### src/rtl/pmu_pkg.sv
package pmu_pkg;
  localparam int CNT_W    = 32;
  localparam int NUM_CNT  = 2;
  localparam int SEL_W    = 4;
  localparam int NUM_EVT  = 1 << SEL_W;
  localparam int CTRL_W   = 32;
  localparam int CNTREG_W = CNT_W * NUM_CNT;

  // control word layout (software-visible)
  localparam int EXL_BIT   = 0;
  localparam int KERN_BIT  = 1;
  localparam int SUPV_BIT  = 2;
  localparam int USER_BIT  = 3;
  localparam int IE_BIT    = 4;
  localparam int SEL_LSB   = 5;
  localparam int CTRL_USED = SEL_LSB + NUM_CNT * SEL_W;

  typedef enum logic [1:0] {
    MODE_KERN = 2'd0,
    MODE_SUPV = 2'd1,
    MODE_USER = 2'd2,
    MODE_NONE = 2'd3
  } privMode_t;

  typedef struct packed {
    logic               loadCnt;
    logic [NUM_CNT-1:0] inc;
  } cntStrobe_t;
endpackage

### src/rtl/pmu_control.sv
module pmu_control
  import pmu_pkg::*;
(
  input  logic                             clk,
  input  logic                             rstN,
  input  logic                             regWe,
  input  logic                             regSel,
  input  logic [CTRL_W-1:0]                regWdata,
  input  logic [NUM_CNT-1:0][NUM_EVT-1:0]  evtVec,
  input  logic [1:0]                       privMode,
  input  logic                             excLevel,
  output logic [CTRL_W-1:0]                ctrlQ,
  output cntStrobe_t                       strobes
);
  localparam logic [CTRL_W-1:0] CTRL_MASK = CTRL_W'((64'd1 << CTRL_USED) - 64'd1);

  logic               modeOk;
  logic [NUM_CNT-1:0] evtHit;

  always_ff @(posedge clk) begin
    if (!rstN) begin
      ctrlQ <= '0;
    end else if (regWe && !regSel) begin
      ctrlQ <= regWdata & CTRL_MASK;
    end
  end

  always_comb begin
    if (excLevel) begin
      modeOk = ctrlQ[EXL_BIT];
    end else begin
      case (privMode_t'(privMode))
        MODE_KERN: modeOk = ctrlQ[KERN_BIT];
        MODE_SUPV: modeOk = ctrlQ[SUPV_BIT];
        MODE_USER: modeOk = ctrlQ[USER_BIT];
        default:   modeOk = 1'b0;
      endcase
    end
  end

  for (genvar c = 0; c < NUM_CNT; c++) begin : g_sel
    logic [SEL_W-1:0] evtSel;
    assign evtSel    = ctrlQ[SEL_LSB + c*SEL_W +: SEL_W];
    assign evtHit[c] = evtVec[c][evtSel];
  end

  assign strobes.loadCnt = regWe && regSel;
  assign strobes.inc     = evtHit & {NUM_CNT{modeOk}};
endmodule

### src/rtl/pmu_datapath.sv
module pmu_datapath
  import pmu_pkg::*;
(
  input  logic                clk,
  input  logic                rstN,
  input  cntStrobe_t          strobes,
  input  logic [CNTREG_W-1:0] loadData,
  output logic [CNTREG_W-1:0] cntQ,
  output logic                anyMsb
);
  logic [NUM_CNT-1:0] msbVec;

  for (genvar c = 0; c < NUM_CNT; c++) begin : g_cnt
    logic [CNT_W-1:0] cnt;
    always_ff @(posedge clk) begin
      if (!rstN) begin
        cnt <= '0;
      end else if (strobes.loadCnt) begin
        cnt <= loadData[c*CNT_W +: CNT_W];
      end else if (strobes.inc[c]) begin
        cnt <= cnt + CNT_W'(1);
      end
    end
    assign cntQ[c*CNT_W +: CNT_W] = cnt;
    assign msbVec[c]              = cnt[CNT_W-1];
  end

  assign anyMsb = |msbVec;
endmodule

### src/rtl/perf_counter_unit.sv
module perf_counter_unit
  import pmu_pkg::*;
(
  input  logic                clk,
  input  logic                rstN,
  input  logic [NUM_EVT-1:0]  evtStrobe0,
  input  logic [NUM_EVT-1:0]  evtStrobe1,
  input  logic [1:0]          privMode,
  input  logic                excLevel,
  input  logic                regWe,
  input  logic                regSel,
  input  logic [CNTREG_W-1:0] regWdata,
  output logic [CNTREG_W-1:0] regRdata,
  output logic                irq
);
  logic [CTRL_W-1:0]               ctrlQ;
  logic [CNTREG_W-1:0]             cntQ;
  logic                            anyMsb;
  cntStrobe_t                      strobes;
  logic [NUM_CNT-1:0][NUM_EVT-1:0] evtVec;

  assign evtVec[0] = evtStrobe0;
  assign evtVec[1] = evtStrobe1;

  pmu_control u_control (
    .clk      (clk),
    .rstN     (rstN),
    .regWe    (regWe),
    .regSel   (regSel),
    .regWdata (regWdata[CTRL_W-1:0]),
    .evtVec   (evtVec),
    .privMode (privMode),
    .excLevel (excLevel),
    .ctrlQ    (ctrlQ),
    .strobes  (strobes)
  );

  pmu_datapath u_datapath (
    .clk      (clk),
    .rstN     (rstN),
    .strobes  (strobes),
    .loadData (regWdata),
    .cntQ     (cntQ),
    .anyMsb   (anyMsb)
  );

  assign irq      = ctrlQ[IE_BIT] && anyMsb;
  assign regRdata = regSel ? cntQ : CNTREG_W'(ctrlQ);
endmodule

### config.mk
export PLATFORM = sky130hd
export DESIGN_NAME = perf_counter_unit
export DESIGN_NICKNAME = d
export VERILOG_FILES = /design/src/rtl/pmu_pkg.sv /design/src/rtl/pmu_control.sv /design/src/rtl/pmu_datapath.sv /design/src/rtl/perf_counter_unit.sv
export SDC_FILE = /design/constraint.sdc
export NUM_CORES = 1
export LEC_CHECK = 0
export BUFFER_PORTS_ARGS = -buffer_cell sky130_fd_sc_hd__buf_2
export CORE_MARGIN = 1
export CORE_UTILIZATION = 52
export CTS_CLUSTER_DIAMETER = 150
export DETAILED_ROUTE_END_ITERATION = 10
export PLACE_DENSITY = 0.91
export RECOVER_POWER = 100
export SYNTH_ARGS = -nofsm -noshare
export SYNTH_HDL_FRONTEND = slang
export SYNTH_SLANG_ARGS = --single-unit
### constraint.sdc
create_clock -name clk -period 2.85 [get_ports clk]
set_clock_uncertainty 0.1 [all_clocks]
set_input_delay 0.4275 -clock clk [delete_from_list [all_inputs] [get_ports clk]]
set_output_delay 0.4275 -clock clk [all_outputs]
set_load 0.01 [all_outputs]
==> out/qor.csv <==
metric,value,unit
Slew HR,0.374,
Synth Cell Area,5180,um^2
Crit. End Element,register,
# nets final,877,
num rows,36,
clock sinks,77,
Initial DRC Count,259,
I/O pin total,168,
simple-gate share of the synthesized area,0.223,
CTS Hold Buffers Added,0,
met2 GRT Util,0.463,
status,"finished, final reports clean",
worst-path fanout max,27,
Core Region,9730,um^2
Flop pwr share,0.496,
Least-Margin Pin Slew,0.937,ns
Final Util,0.622,
met3 Use GR,0.0438,
Filler cells,918,
vias,5272,
Final HPWL DP,10400,um
"Reg clk slew, reported paths",0.08,ns
"Warnings, synthesis",0,
antenna-violating nets left,0,
first-pass GRT wire length,23000,um
LEAKAGE,2.12,nW
post-synthesis adder-cell area fraction,0.00483,
initial core utilization,0.533,
largest family of logic cells by synthesized area,compound AO/OA/AOI/OAI gates,
fraction of the mapped netlist area in compound gates,0.268,
biggest area consumer among synthesized cells,dfxtp_1,
M1 GR Usage,0.369,
P_sw,0.730,mW
router iterations before antenna repair,5,
total power,2.50,mW
total global-route track usage,0.279,
Post-CTS Setup Repair Bufs,0,
Hold/Removal Path Class,input pin to register,
storage element area,1540,um^2
max-slew violations,0,
grt ovf,0,
vias in the first global route,4860,
switching share of total power,0.292,
vias per cell,5.79,
"top cells by area, synth","dfxtp_1 (30%), xnor2_1 (9.6%), a21oi_1 (7.7%)",
P&R area growth vs syn,16.8,%
largest net degree at the start of global routing,52,
achievable frequency,0.380,GHz
clock buffer depth,2,
wire per inst,16.0,um
post-synthesis mux area share,0.0654,
sequential share of the synthesized area,0.297,
syn_area_per_cell,8.19,um^2
Die Span Y,102,um
"commonest non-fill, non-tap cell in the layout",buf_2,
clk root buf,clkbuf_8,
XOR/XNOR Fraction of Synth Area,0.0963,
PostCTS Resize Cnt,0,
RD Place Congestion,0.821,
Final Hold Viols,0,
Multi-input gate area,3260,um^2
Area after DPL,6070,um^2
Logic pwr share,0.167,
Mapped Nets,738,
initial antenna violation count,0,
"Top FF cell, synth",dfxtp_1,
Setup Total Neg Slack,0,ns
pre-CTS WS,0.156,ns
Final Instance Area,6050,um^2
Port Buf Inserts,167,
top cell type's share of synthesized area,0.297,
clk_lat worst skew,0.35,ns
Max H-tree Level,3,
peak supply drop,250,uV
# setup viols final,0,
chip width,102,um
P_int,1.77,mW
RSZ-0062 raised after global routing,false,
Clock Power Share,0.337,
# DRC,0,
CTS tree,done,
WL final,14600,um
post-synthesis cell count,633,
Post-synth EDFFs,0,
Setup CP Type,register to register,
"FFs w/ async S/R, synth",0,
Top Usage Layer GRT,met2,
share of cells above drive strength 1,0.229,
Max Cap Violations,0,
CP Data Arrival Time,2.75,ns
most frequent cells in the layout,"buf_2 (124), a21oi_1 (80), dfxtp_1 (77), o21ai_0 (63), xnor2_1 (57)",
total CTS buffers,9,
type of origin of the critical path,register,
ant diodes,0,
Final WS setup,0.220,ns
Unique masters post-synth,51,
min Tclk post-route,2.63,ns
"FF+latch count, synth",77,
Required @ worst endpoint,2.97,ns
Final period util,0.923,
Power Density,413,nW/um^2
Die ar.,10400,um^2
==> logic make-up (layout without fill, tap and decap cells) <==
group                    count (synthesis)  count (layout)
AO/OA/AOI/OAI                          205             205
multiplexers                            32              32
XOR/XNOR                                57              57
buffers and inverters                   57             201
flip-flops                              77              77
adder cells (fa/ha/maj)                  2               2
AND/OR/NAND/NOR                        203             203
==> synth_stat cells, types with 3 or more instances <==
cell and n:
dfxtp_1 77, nand4_2 3, mux2i_1 17, nand4_1 18
nand3_1 27, and2_1 53, and4_1 3, a22oi_1 3
a2111oi_4 3, nor2b_1 4, o21ai_0 63, a21boi_0 17
a211oi_1 9, nand2_1 54, inv_1 8, buf_2 6
clkbuf_1 39, and3_1 5, a2111oi_2 16, nor3_1 6
buf_4 3, nor2_1 13, xnor2_1 57, mux2_2 15
a21oi_1 80, a221oi_1 3
==> power groups by stage <==
| stage | Combinational, mW | Sequential, mW | Clock (mW) |
|---|---|---|---|
| finish | 0.418 | 1.24 | 0.841 |
| global placement | 0.413 | 1.26 | 0 |
| detailed placement | 0.425 | 1.26 | 0 |
| floorplan | 0.278 | 1.22 | 0 |
| CTS | 0.428 | 1.24 | 0.854 |
| global route | 0.460 | 1.25 | 0.907 |
==> worst max-delay path, stage by stage, from the launching register on <==
cell,delay (ns)
dfxtp_1,0.53
mux2_2,0.22
a2bb2oi_1,0.27
nand4_4,0.39
a2111oi_0,0.70
xnor2_1,0.20
a21oi_1,0.09
==> flip-flops by register name, summed over array words and instances, names as in the netlist <==
name,count
u_datapath.g_cnt.cnt,64
u_control.ctrlQ,13
==> final cells by class <==
cell class	count	share of cell area
clock buffers	10	0.0227
clock inverters	6	0.0103
inverters	8	0.00496
multi-input cells	499	0.539
flip-flops and latches	77	0.255
well taps	133	0.0275
repair buffers	177	0.141
==> metal layers <==
metal | routed length, um | vias up
li1 | - | 2556
met1 | 6480 | 2470
met2 | 6810 | 217
met3 | 927 | 29
met4 | 346 | 0
met5 | 0 | -
==> through the flow <==
step | hold slack (ns) | cells
after floorplan | 0.353 | 633
after global placement | 0.371 | 894
after detailed placement | 0.372 | 894
after CTS | 0.232 | 910
after global routing | 0.230 | 910
final | 0.245 | 910
==> path summary, 6_finish.rpt <==
path	startpoint	endpoint	slack [ns]	cells past startpoint
max	u_control.ctrlQ[6]	u_datapath.g_cnt[0].cnt[12]	0.22	6
min	regWdata[9]	u_control.ctrlQ[9]	0.25	3
max reg2reg	u_control.ctrlQ[6]	u_datapath.g_cnt[0].cnt[12]	0.22	6
min reg2reg	u_control.ctrlQ[1]	u_control.ctrlQ[1]	0.38	2
(Power assumes the default switching activity.)
